<file path="src/rtl/remap_pkg.sv">
package remap_pkg;
  localparam int FLD_START = 0;
  localparam int FLD_LEN   = 1;
  localparam int FLD_BASE  = 2;
  localparam int FLD_CSTART = 0;
  localparam int FLD_CLEN   = 1;
  localparam int FLD_STAT   = 2;
  localparam int STAT_IRQ_BIT = 0;
  localparam int STAT_IDX_LSB = 4;
  localparam int STAT_MASK_LSB = 8;
endpackage

</file>
<file path="src/rtl/remap_cfg_regs.sv">
module remap_cfg_regs
  import remap_pkg::*;
#(
  parameter int NUM_SLOTS = 4,
  parameter int SECT_W    = 32,
  parameter int IW        = 2,
  parameter int AW        = 5
) (
  input  logic                             clk_i,
  input  logic                             rst_ni,
  input  logic                             we_i,
  input  logic [AW-1:0]                    addr_i,
  input  logic [SECT_W-1:0]                wdata_i,
  output logic [SECT_W-1:0]                rdata_o,
  input  logic                             irq_i,
  input  logic [IW-1:0]                    idx_i,
  input  logic [NUM_SLOTS-1:0]             mask_i,
  output logic [NUM_SLOTS-1:0][SECT_W-1:0] start_o,
  output logic [NUM_SLOTS-1:0][SECT_W-1:0] len_o,
  output logic [NUM_SLOTS-1:0][SECT_W-1:0] base_o,
  output logic [SECT_W-1:0]                cstart_o,
  output logic [SECT_W-1:0]                clen_o,
  output logic                             clr_o
);
  localparam int GW = AW - 2;

  logic [GW-1:0] grp;
  logic [1:0]    fld;
  logic          glob;
  logic [SECT_W-1:0] stat_word;

  assign grp  = addr_i[AW-1:2];
  assign fld  = addr_i[1:0];
  assign glob = (int'(grp) == NUM_SLOTS);
  assign clr_o = we_i && glob && (int'(fld) == FLD_STAT);

  always_comb begin
    stat_word = '0;
    stat_word[STAT_IRQ_BIT] = irq_i;
    stat_word[STAT_IDX_LSB +: IW] = idx_i;
    stat_word[STAT_MASK_LSB +: NUM_SLOTS] = mask_i;
  end

  for (genvar s = 0; s < NUM_SLOTS; s++) begin : g_slot
    logic sel;
    assign sel = we_i && (int'(grp) == s);
    always_ff @(posedge clk_i or negedge rst_ni) begin
      if (!rst_ni) begin
        start_o[s] <= '0;
        len_o[s]   <= '0;
        base_o[s]  <= '0;
      end else if (sel) begin
        if (int'(fld) == FLD_START) start_o[s] <= wdata_i;
        if (int'(fld) == FLD_LEN)   len_o[s]   <= wdata_i;
        if (int'(fld) == FLD_BASE)  base_o[s]  <= wdata_i;
      end
    end
  end

  always_ff @(posedge clk_i or negedge rst_ni) begin
    if (!rst_ni) begin
      cstart_o <= '0;
      clen_o   <= '0;
    end else if (we_i && glob) begin
      if (int'(fld) == FLD_CSTART) cstart_o <= wdata_i;
      if (int'(fld) == FLD_CLEN)   clen_o   <= wdata_i;
    end
  end

  always_comb begin
    rdata_o = '0;
    if (int'(grp) < NUM_SLOTS) begin
      case (int'(fld))
        FLD_START: rdata_o = start_o[grp];
        FLD_LEN:   rdata_o = len_o[grp];
        FLD_BASE:  rdata_o = base_o[grp];
        default:   rdata_o = '0;
      endcase
    end else if (glob) begin
      case (int'(fld))
        FLD_CSTART: rdata_o = cstart_o;
        FLD_CLEN:   rdata_o = clen_o;
        FLD_STAT:   rdata_o = stat_word;
        default:    rdata_o = '0;
      endcase
    end
  end
endmodule

</file>
<file path="src/rtl/remap_slot_match.sv">
module remap_slot_match #(
  parameter int NUM_SLOTS = 4,
  parameter int SECT_W    = 32,
  parameter int IW        = 2
) (
  input  logic [SECT_W-1:0]                sector_i,
  input  logic [NUM_SLOTS-1:0][SECT_W-1:0] start_i,
  input  logic [NUM_SLOTS-1:0][SECT_W-1:0] len_i,
  input  logic [NUM_SLOTS-1:0][SECT_W-1:0] base_i,
  input  logic [SECT_W-1:0]                cstart_i,
  input  logic [SECT_W-1:0]                clen_i,
  output logic                             hit_o,
  output logic [IW-1:0]                    idx_o,
  output logic [SECT_W-1:0]                xlat_o,
  output logic                             cipher_o
);
  logic [NUM_SLOTS-1:0][SECT_W-1:0] rel;
  logic [NUM_SLOTS-1:0]             hv;
  logic [SECT_W-1:0]                crel;

  for (genvar s = 0; s < NUM_SLOTS; s++) begin : g_cmp
    assign rel[s] = sector_i - start_i[s];
    assign hv[s]  = (len_i[s] != '0) && (sector_i >= start_i[s]) && (rel[s] < len_i[s]);
  end

  // scan downward so the lowest matching slot is left selected
  always_comb begin
    hit_o = 1'b0;
    idx_o = '0;
    for (int s = NUM_SLOTS - 1; s >= 0; s--) begin
      if (hv[s]) begin
        hit_o = 1'b1;
        idx_o = IW'(s);
      end
    end
  end

  assign xlat_o   = hit_o ? (base_i[idx_o] + rel[idx_o]) : sector_i;
  assign crel     = xlat_o - cstart_i;
  assign cipher_o = (clen_i != '0) && (xlat_o >= cstart_i) && (crel < clen_i);
endmodule

</file>
<file path="src/rtl/remap_irq_ctrl.sv">
module remap_irq_ctrl #(
  parameter int NUM_SLOTS = 4,
  parameter int IW        = 2
) (
  input  logic                 clk_i,
  input  logic                 rst_ni,
  input  logic                 wr_hit_i,
  input  logic [IW-1:0]        hit_idx_i,
  input  logic                 clr_i,
  output logic                 irq_o,
  output logic [IW-1:0]        idx_o,
  output logic [NUM_SLOTS-1:0] mask_o
);
  logic                 irq_base;
  logic [NUM_SLOTS-1:0] mask_base;

  // a clear in the same cycle as a hit is applied first
  assign irq_base  = clr_i ? 1'b0 : irq_o;
  assign mask_base = clr_i ? '0 : mask_o;

  always_ff @(posedge clk_i or negedge rst_ni) begin
    if (!rst_ni) begin
      irq_o  <= 1'b0;
      idx_o  <= '0;
      mask_o <= '0;
    end else begin
      irq_o  <= irq_base | wr_hit_i;
      mask_o <= mask_base | (wr_hit_i ? (NUM_SLOTS'(1) << hit_idx_i) : '0);
      if (clr_i) idx_o <= '0;
      if (wr_hit_i && !irq_base) idx_o <= hit_idx_i;
    end
  end


  irq_sticky_chk: assert property (@(posedge clk_i) disable iff (!rst_ni)
    irq_o && !clr_i |=> irq_o);

  idx_hold_chk: assert property (@(posedge clk_i) disable iff (!rst_ni)
    irq_o && !clr_i |=> $stable(idx_o));

  irq_has_mask_chk: assert property (@(posedge clk_i) disable iff (!rst_ni)
    irq_o |-> (mask_o != '0) && mask_o[idx_o]);

  clr_chk: assert property (@(posedge clk_i) disable iff (!rst_ni)
    clr_i && !wr_hit_i |=> !irq_o && (mask_o == '0));
endmodule

</file>
<file path="src/rtl/sector_remap_unit.sv">
module sector_remap_unit #(
  parameter int NUM_SLOTS = 4,
  parameter int SECT_W    = 32,
  localparam int IW = (NUM_SLOTS > 1) ? $clog2(NUM_SLOTS) : 1,
  localparam int AW = $clog2(NUM_SLOTS + 1) + 2
) (
  input  logic              clk_i,
  input  logic              rst_ni,
  input  logic              reg_we_i,
  input  logic [AW-1:0]     reg_addr_i,
  input  logic [SECT_W-1:0] reg_wdata_i,
  output logic [SECT_W-1:0] reg_rdata_o,
  input  logic              req_i,
  input  logic              req_we_i,
  input  logic [SECT_W-1:0] req_sector_i,
  output logic              out_valid_o,
  output logic [SECT_W-1:0] out_sector_o,
  output logic              out_cipher_o,
  output logic              irq_o
);
  logic [NUM_SLOTS-1:0][SECT_W-1:0] slot_start, slot_len, slot_base;
  logic [SECT_W-1:0]    ciph_start, ciph_len, xlat;
  logic                 hit, cipher, clr;
  logic [IW-1:0]        hit_idx, irq_idx;
  logic [NUM_SLOTS-1:0] pend_mask;

  remap_cfg_regs #(.NUM_SLOTS(NUM_SLOTS), .SECT_W(SECT_W), .IW(IW), .AW(AW)) u_regs (
    .clk_i, .rst_ni,
    .we_i(reg_we_i), .addr_i(reg_addr_i), .wdata_i(reg_wdata_i), .rdata_o(reg_rdata_o),
    .irq_i(irq_o), .idx_i(irq_idx), .mask_i(pend_mask),
    .start_o(slot_start), .len_o(slot_len), .base_o(slot_base),
    .cstart_o(ciph_start), .clen_o(ciph_len), .clr_o(clr)
  );

  remap_slot_match #(.NUM_SLOTS(NUM_SLOTS), .SECT_W(SECT_W), .IW(IW)) u_match (
    .sector_i(req_sector_i), .start_i(slot_start), .len_i(slot_len), .base_i(slot_base),
    .cstart_i(ciph_start), .clen_i(ciph_len),
    .hit_o(hit), .idx_o(hit_idx), .xlat_o(xlat), .cipher_o(cipher)
  );

  remap_irq_ctrl #(.NUM_SLOTS(NUM_SLOTS), .IW(IW)) u_irq (
    .clk_i, .rst_ni,
    .wr_hit_i(req_i && req_we_i && hit), .hit_idx_i(hit_idx), .clr_i(clr),
    .irq_o(irq_o), .idx_o(irq_idx), .mask_o(pend_mask)
  );

  always_ff @(posedge clk_i or negedge rst_ni) begin
    if (!rst_ni) begin
      out_valid_o  <= 1'b0;
      out_sector_o <= '0;
      out_cipher_o <= 1'b0;
    end else begin
      out_valid_o <= req_i;
      if (req_i) begin
        out_sector_o <= xlat;
        out_cipher_o <= cipher;
      end
    end
  end


  valid_follow_chk: assert property (@(posedge clk_i) disable iff (!rst_ni)
    req_i |=> out_valid_o);

  idle_hold_chk: assert property (@(posedge clk_i) disable iff (!rst_ni)
    !req_i |=> !out_valid_o && $stable(out_sector_o) && $stable(out_cipher_o));

  passthru_chk: assert property (@(posedge clk_i) disable iff (!rst_ni)
    req_i && !hit |=> out_sector_o == $past(req_sector_i));

  read_no_irq_chk: assert property (@(posedge clk_i) disable iff (!rst_ni)
    !irq_o && !(req_i && req_we_i) |=> !irq_o);
endmodule

</file>
<file path="config.mk">
export PLATFORM = sky130hd
export DESIGN_NAME = sector_remap_unit
export DESIGN_NICKNAME = d
export VERILOG_FILES = /design/src/rtl/remap_pkg.sv /design/src/rtl/remap_cfg_regs.sv /design/src/rtl/remap_slot_match.sv /design/src/rtl/remap_irq_ctrl.sv /design/src/rtl/sector_remap_unit.sv
export SDC_FILE = /design/constraint.sdc
export NUM_CORES = 1
export LEC_CHECK = 0
export ABC_AREA = 1
export BUFFER_PORTS_ARGS = -buffer_cell sky130_fd_sc_hd__buf_2
export CAP_MARGIN = 20
export CELL_PAD_IN_SITES_DETAIL_PLACEMENT = 0
export CELL_PAD_IN_SITES_GLOBAL_PLACEMENT = 1
export CORE_MARGIN = 5
export CORE_UTILIZATION = 42
export DETAILED_ROUTE_END_ITERATION = 10
export PLACE_DENSITY_LB_ADDON = 0.05
export SYNTH_ARGS = -nofsm -noshare
export SYNTH_HDL_FRONTEND = slang
export SYNTH_SLANG_ARGS = --single-unit
</file>
<file path="constraint.sdc">
create_clock -name clk_i -period 8.21 [get_ports clk_i]
set_clock_uncertainty 0.2 [all_clocks]
set_input_delay 0 -clock clk_i [delete_from_list [all_inputs] [get_ports clk_i]]
set_output_delay 0 -clock clk_i [all_outputs]
set_load 0.01 [all_outputs]
</file>
==> results of run 1 <==
-- logic make-up after synthesis --
| logic type | Yosys count | share of synthesized area (%) |
|---|---|---|
| fa+ha+maj | 352 | 12.02 |
| buf+inv | 861 | 8.901 |
| compound gates | 1442 | 22.22 |
| simple gates | 1798 | 19.91 |
| flops | 489 | 33.05 |
| xor+xnor | 165 | 3.903 |
-- per-stage QoR --
stage | hold slack (ns) | setup TNS (ns)
6_report | 0.08082 | -0.6767
5_1_grt | 0.07547 | -1.047
2_1_floorplan | -0.4956 | 0
3_5_place_dp | -0.1892 | -1.448
4_1_cts | 0.007236 | -0.6931
3_3_place_gp | -0.1879 | -1.291
-- cells in the mapped netlist (8+ instances only) --
| master | count |
|---|---|
| a21oi_2 | 8 |
| nand3_1 | 157 |
| a22o_1 | 25 |
| nand2_2 | 13 |
| o21ai_0 | 646 |
| buf_2 | 18 |
| o22ai_1 | 219 |
| xor2_1 | 102 |
| a221oi_1 | 13 |
| a211oi_1 | 26 |
| a21oi_1 | 298 |
| o211ai_1 | 27 |
| o21bai_1 | 16 |
| xnor2_1 | 63 |
| a31oi_1 | 27 |
| nor4_1 | 23 |
| dfrtp_1 | 489 |
| clkbuf_1 | 183 |
| nand2_1 | 1157 |
| ha_1 | 346 |
| a21o_1 | 25 |
| a22oi_1 | 31 |
| inv_1 | 630 |
| nand4_1 | 40 |
| inv_2 | 9 |
| o21a_1 | 18 |
| o21ai_1 | 16 |
| nor2_1 | 337 |
| nor3_1 | 35 |
-- worst max path at each step --
stage	start	end	slack [ns]	cells after the start
detailed placement	req_sector_i[0]	out_cipher_o$_DFFE_PN0P_	-1.45	61
floorplan	u_regs.start_o[64]$_DFFE_PN0P_	out_cipher_o$_DFFE_PN0P_	0.01	58
CTS	u_regs.start_o[64]$_DFFE_PN0P_	out_cipher_o$_DFFE_PN0P_	-0.69	55
global placement	req_sector_i[0]	out_cipher_o$_DFFE_PN0P_	-1.29	62
finish	u_regs.start_o[68]$_DFFE_PN0P_	out_cipher_o$_DFFE_PN0P_	-0.68	53
global route	u_regs.start_o[105]$_DFFE_PN0P_	out_cipher_o$_DFFE_PN0P_	-1.05	57
-- repair_timing --
action / 4_1_cts / 5_1_grt
pin swaps: 105 / 73
hold endpoints to repair: 805 / 0
hold buffers: 99 / 0
setup buffers: 45 / 21
gates resized for setup: 191 / 147
endpoints found under the setup margin: 1 / 1
gates cloned: 1 / 1
-- state kept, by name, summed over array words and instances, names as in the netlist, 2 cells and up --
name / count
out_sector_o: 32
u_irq.idx_o: 2
u_irq.mask_o: 4
u_regs.base_o: 128
u_regs.clen_o: 32
u_regs.cstart_o: 32
u_regs.len_o: 128
u_regs.start_o: 128
-- cell type report --
cell class | instances | area [um2]
fillers | 8415 | 35730
clock inverters | 29 | 457.9
well taps | 1155 | 1445
flip-flops and latches | 489 | 12240
clock buffers | 76 | 1609
inverters | 645 | 2455
diodes | 6 | 15.01
repair buffers | 1320 | 9971
multi-input cells | 3759 | 23240
-- worst max-delay path: cells and delay by family, from the launching register on --
family | cells | cell delay (ns)
adder cells (fa/ha/maj) | 5 | 1.36
buffers and inverters | 11 | 1.47
AO/OA/AOI/OAI | 15 | 2.55
flip-flops | 1 | 0.38
AND/OR/NAND/NOR | 19 | 2.23
XOR/XNOR | 3 | 0.65
-- layer usage --
metal,vias to the layer above,track usage [%]
met3,224,6.937
li1,19537,-
met5,-,0
met4,4,9.471
met1,19725,50.80
met2,1748,52.76
==> results.sh, run 1 <==
export IMPL_holdPathEnd="u_irq.idx_o[0]$_DFFE_PN0P_"
export IMPL_avgSynthCellArea_um2=7.250
export IMPL_cts_sinks=489
export IMPL_crit_path_start_kind="register"
export IMPL_numPortBuffers=140
export IMPL_row_count=108
export IMPL_rr_endpoint="out_cipher_o$_DFFE_PN0P_"
export IMPL_clock_path_buffers=3
export IMPL_reg2regPathDepth=53
export IMPL_dp_hpwl_mm=131.1
export IMPL_wire_per_inst_um=22.70
export IMPL_ys_flop_type="dfrtp_1"
export IMPL_seq_area_frac_synth_pct=33.05
export IMPL_area_growth_pct=38.89
export IMPL_htree_num_levels=2
export IMPL_synth_edf_count=0
export IMPL_fmax_mhz=112.5
export IMPL_die_h_um=306.9
export IMPL_synth_largest_area_cell="dfrtp_1"
export IMPL_route_antenna_remaining_nets=0
export IMPL_dp_cells=7201
export IMPL_grt_overflow=0
export IMPL_fin_crit_sh_pct=108.2
export IMPL_holdPathStages=4
export IMPL_grt_total_usage_pct=34.80
export IMPL_grt_max_degree=143
export IMPL_synthCells=5107
export IMPL_cp_common_cell="nand2_1"
export IMPL_setup_violations=1
export IMPL_drtIter0Drc=4215
export IMPL_ys_ff_latch=489
export IMPL_drv_slew=0
export IMPL_critPathMaxFanout=5
export IMPL_async_flop_share_pct=100.0
export IMPL_firstDrtPassIters=5
export IMPL_fin_cells=7479
export IMPL_cts_root_buffer="clkbuf_16"
export IMPL_met3WireLength_mm=16.60
export IMPL_period_minus_slack_ns=8.887
export IMPL_placed_cell_area_um2=46140
export IMPL_clk_pin_slew_ns=0.06
export IMPL_grt_pass1_wl_mm=248.8
export IMPL_fp_coreArea_um2=87160
export IMPL_critical_path_class="reg -> reg"
export IMPL_maxCapViolCount=0
export IMPL_via_count=41238
export IMPL_status="finished with violations"
export IMPL_layout_commonest_cell="nand2_1"
export IMPL_cts_tree="yes"
export IMPL_critPathSlowestCell="dfrtp_1"
export IMPL_crit_path_max_incr_delay_ns=0.38
export IMPL_die_x_um=306.9
export IMPL_hold_violations=0
export IMPL_setup_ws_ns=-0.6767
export IMPL_clk_latency_ns=0.68
export IMPL_worst_slew_pin_slew_ns=1.115
export IMPL_crit_arrival_ns=9.30
export IMPL_hold_class="in -> reg"
export IMPL_r2r_start="u_regs.start_o[68]$_DFFE_PN0P_"
export IMPL_num_io_pins=141
export IMPL_finalCoreUtilization_pct=59.00
export IMPL_drc=0
export IMPL_crit_path_end_kind="register"
export IMPL_synth_top_area_share_pct=33.05
export IMPL_cts_made_buffers=57
export IMPL_slew_headroom_pct=25.39
export IMPL_wl_met2_mm=71.63
export IMPL_die_area_um2=94200
export IMPL_place_ws_ns=-1.448
export IMPL_via_per_inst=5.514
export IMPL_gp_congestion=0.9694
export IMPL_top_layer_used="met5"
export IMPL_grt_pass1_vias=39743
export IMPL_fin_nets=6698
export IMPL_netlist_area_um2=37030
export IMPL_yosys_warnings=0
export IMPL_ys_types=65
export IMPL_start_util_pct=42.48
export IMPL_worst_r2r_setup_slack_ns=-0.68
export IMPL_syn_nets=5533
export IMPL_final_cell_mix="nand2_1 (1116), buf_4 (1063), o21ai_0 (619)"
export IMPL_hold_start="req_we_i"
export IMPL_final_layout_size_suffix_gt1_share_pct=26.42
export IMPL_synth_area_leaders="dfrtp_1 (33%), nand2_1 (12%), ha_1 (12%), o21ai_0 (8.7%), inv_1 (6.4%)"
export IMPL_violations="negative setup slack"
export IMPL_antenna_found_initial=6
export IMPL_finalWirelength_mm=169.8
export IMPL_critical_path_required_ns=8.63
export IMPL_rsz0062_at_grt="yes"
export IMPL_met1_length_mm=76.43
export IMPL_fin_area_um2=51430
Power of run 1 is not shown: default switching activity piles up to over one toggle a cycle in this logic, so the estimate is an artifact.
==> run 2: changes to the inputs <==
==> constraint.sdc (replaced) <==
create_clock -name clk_i -period 8.21 [get_ports clk_i]
set_clock_uncertainty 0.2 [all_clocks]
set_input_delay 0.4105 -clock clk_i [delete_from_list [all_inputs] [get_ports clk_i]]
set_output_delay 0.4105 -clock clk_i [all_outputs]
set_load 0.01 [all_outputs]
==> run 2 against run 1 <==
  * Global-route usage fell by 1.0 points
  * Via count fell by 2.2%
  * Fmax fell by 1.9%
  * Sequential share of layout area rose by 0.53 points
  * Routed wire length fell by 2.5%
  * Flip-flop and latch count did not move
  * Final cell count fell by 1.2%
  * Worst setup slack got worse by 0.17 ns
  * Design area fell by 2.2%
  * First-iteration DRC count fell by 4.5%
  * The flow still finishes with violations (negative setup slack)
  * Critical endpoint unchanged
==> results.sh, run 2 (synthesis gave the netlist of run 1 again) <==
export IMPL_slew_headroom_pct=34.60
export IMPL_grt_pass1_wl_mm=241.2
export IMPL_via_per_inst=5.459
export IMPL_clk_latency_ns=0.71
export IMPL_critPathMaxFanout=7
export IMPL_dp_hpwl_mm=131.3
export IMPL_place_ws_ns=-1.463
export IMPL_numPortBuffers=140
export IMPL_fin_area_um2=50300
export IMPL_route_antenna_remaining_nets=0
export IMPL_fmax_mhz=110.4
export IMPL_worst_slew_pin_slew_ns=0.9707
export IMPL_top_layer_used="met5"
export IMPL_rsz0062_at_grt="yes"
export IMPL_top_regs="u_regs.base_o: 128 flops, u_regs.len_o: 128 flops, u_regs.start_o: 128 flops"
export IMPL_hold_violations=0
export IMPL_die_x_um=306.9
export IMPL_setup_violations=1
export IMPL_start_util_pct=42.48
export IMPL_drv_slew=0
export IMPL_cts_sinks=489
export IMPL_hold_class="in -> async"
export IMPL_period_minus_slack_ns=9.057
export IMPL_cts_tree="yes"
export IMPL_met3WireLength_mm=15.41
export IMPL_grt_overflow=0
export IMPL_area_growth_pct=35.84
export IMPL_critical_path_class="reg -> reg"
export IMPL_wire_per_inst_um=22.39
export IMPL_maxCapViolCount=0
export IMPL_grt_total_usage_pct=33.78
export IMPL_finalCoreUtilization_pct=57.71
export IMPL_grt_pass1_vias=38735
export IMPL_critPathSlowestCell="dfrtp_1"
export IMPL_fin_crit_sh_pct=110.3
export IMPL_cp_common_cell="nand2_1"
export IMPL_crit_path_max_incr_delay_ns=0.42
export IMPL_final_layout_size_suffix_gt1_share_pct=25.65
export IMPL_fp_coreArea_um2=87160
export IMPL_fillers=8547
export IMPL_violations="negative setup slack"
export IMPL_clk_pin_slew_ns=0.06
export IMPL_crit_arrival_ns=9.45
export IMPL_via_count=40336
export IMPL_met1_length_mm=75.21
export IMPL_cts_root_buffer="clkbuf_16"
export IMPL_clock_path_buffers=3
export IMPL_wl_met2_mm=70.39
export IMPL_firstDrtPassIters=6
export IMPL_cts_made_buffers=59
export IMPL_drtIter0Drc=4025
export IMPL_final_cell_mix="nand2_1 (1115), buf_4 (1028), inv_1 (621)"
export IMPL_regArea_um2=12240
export IMPL_die_area_um2=94200
export IMPL_finalWirelength_mm=165.4
export IMPL_multiInputGateArea_um2=22810
export IMPL_htree_num_levels=2
export IMPL_layout_commonest_cell="nand2_1"
export IMPL_fin_nets=6609
export IMPL_grt_max_degree=76
export IMPL_drc=0
export IMPL_crit_path_start_kind="register"
export IMPL_placed_cell_area_um2=46380
export IMPL_antenna_found_initial=3
export IMPL_die_h_um=306.9
export IMPL_gp_congestion=0.9946
export IMPL_status="finished with violations"
export IMPL_hold_ws_ns=0.03963
export IMPL_row_count=108
export IMPL_reg2regPathDepth=54
export IMPL_critical_path_required_ns=8.60
export IMPL_setup_ws_ns=-0.8474
export IMPL_crit_path_end_kind="register"
export IMPL_num_io_pins=141
==> run 2: cell types whose count changed in the layout (fill, tap and decap cells not counted), moves of 5 or more <==
cell           before   now
buf_12              7    19
inv_2              21    15
o22ai_1           211   216
buf_4            1063  1028
nor2_1            308   317
ha_4               39    24
nor2_2             26    19
o21ai_2            15    21
dlygate4sd3_1      98    35
inv_1             614   621
o22ai_2             8     3
ha_1              304   318
==> run 2: final timing paths <==
kind / slack, ns / end / from
worst max-delay path: -0.85 / out_cipher_o$_DFFE_PN0P_ / u_regs.start_o[65]$_DFFE_PN0P_
worst min-delay path: 0.04 / u_regs.clen_o[8]$_DFFE_PN0P_ / rst_ni
worst max register to register: -0.85 / out_cipher_o$_DFFE_PN0P_ / u_regs.start_o[65]$_DFFE_PN0P_
worst min register to register: 0.27 / out_sector_o[5]$_DFFE_PN0P_ / out_sector_o[5]$_DFFE_PN0P_
max in group asynchronous: 5.77 / u_regs.base_o[75]$_DFFE_PN0P_ / rst_ni
min in group clk_i: 0.05 / u_irq.mask_o[1]$_DFF_PN0_ / reg_we_i
==> run 2: worst max-delay path: cells and delay by family (launching register included) <==
family | cells | cell delay [ns]
simple gates | 25 | 3.47
compound gates | 11 | 1.53
fa+ha+maj | 5 | 1.34
flops | 1 | 0.42
xor+xnor | 3 | 0.56
buf+inv | 10 | 1.39
==> run 2: through the flow <==
stage	std cells	setup TNS [ns]
final	7389	-0.8474
after global routing	7385	-1.314
after CTS	7360	-0.9589
after detailed placement	7209	-1.463
after global placement	7209	-1.346
after floorplan	5107	0
==> run 2: final cells by class <==
type,count,area share [%]
antenna,4,0.01990
clock buffer,79,3.264
clock inverter,29,0.9030
inverter,645,4.851
multi-input combinational,3758,45.35
sequential,489,24.33
tap,1155,2.873
timing repair buffer,1230,18.41
==> run 2: what timing repair did <==
action                                 CTS  global route
cloned                                   0             2
hold buffers                            35             0
setup endpoints to repair                1             1
buffers inserted                         8            23
pin swaps                                7            97
endpoints found under the hold margin  162             0
resized for setup                       21           230
==> run 2: metal layers <==
metal	vias up	GRT usage (%)
li1	19352	-
met1	19240	48.73
met2	1515	51.58
met3	225	7.894
met4	4	8.120
met5	-	0
Power of run 2 is left out for the same reason.
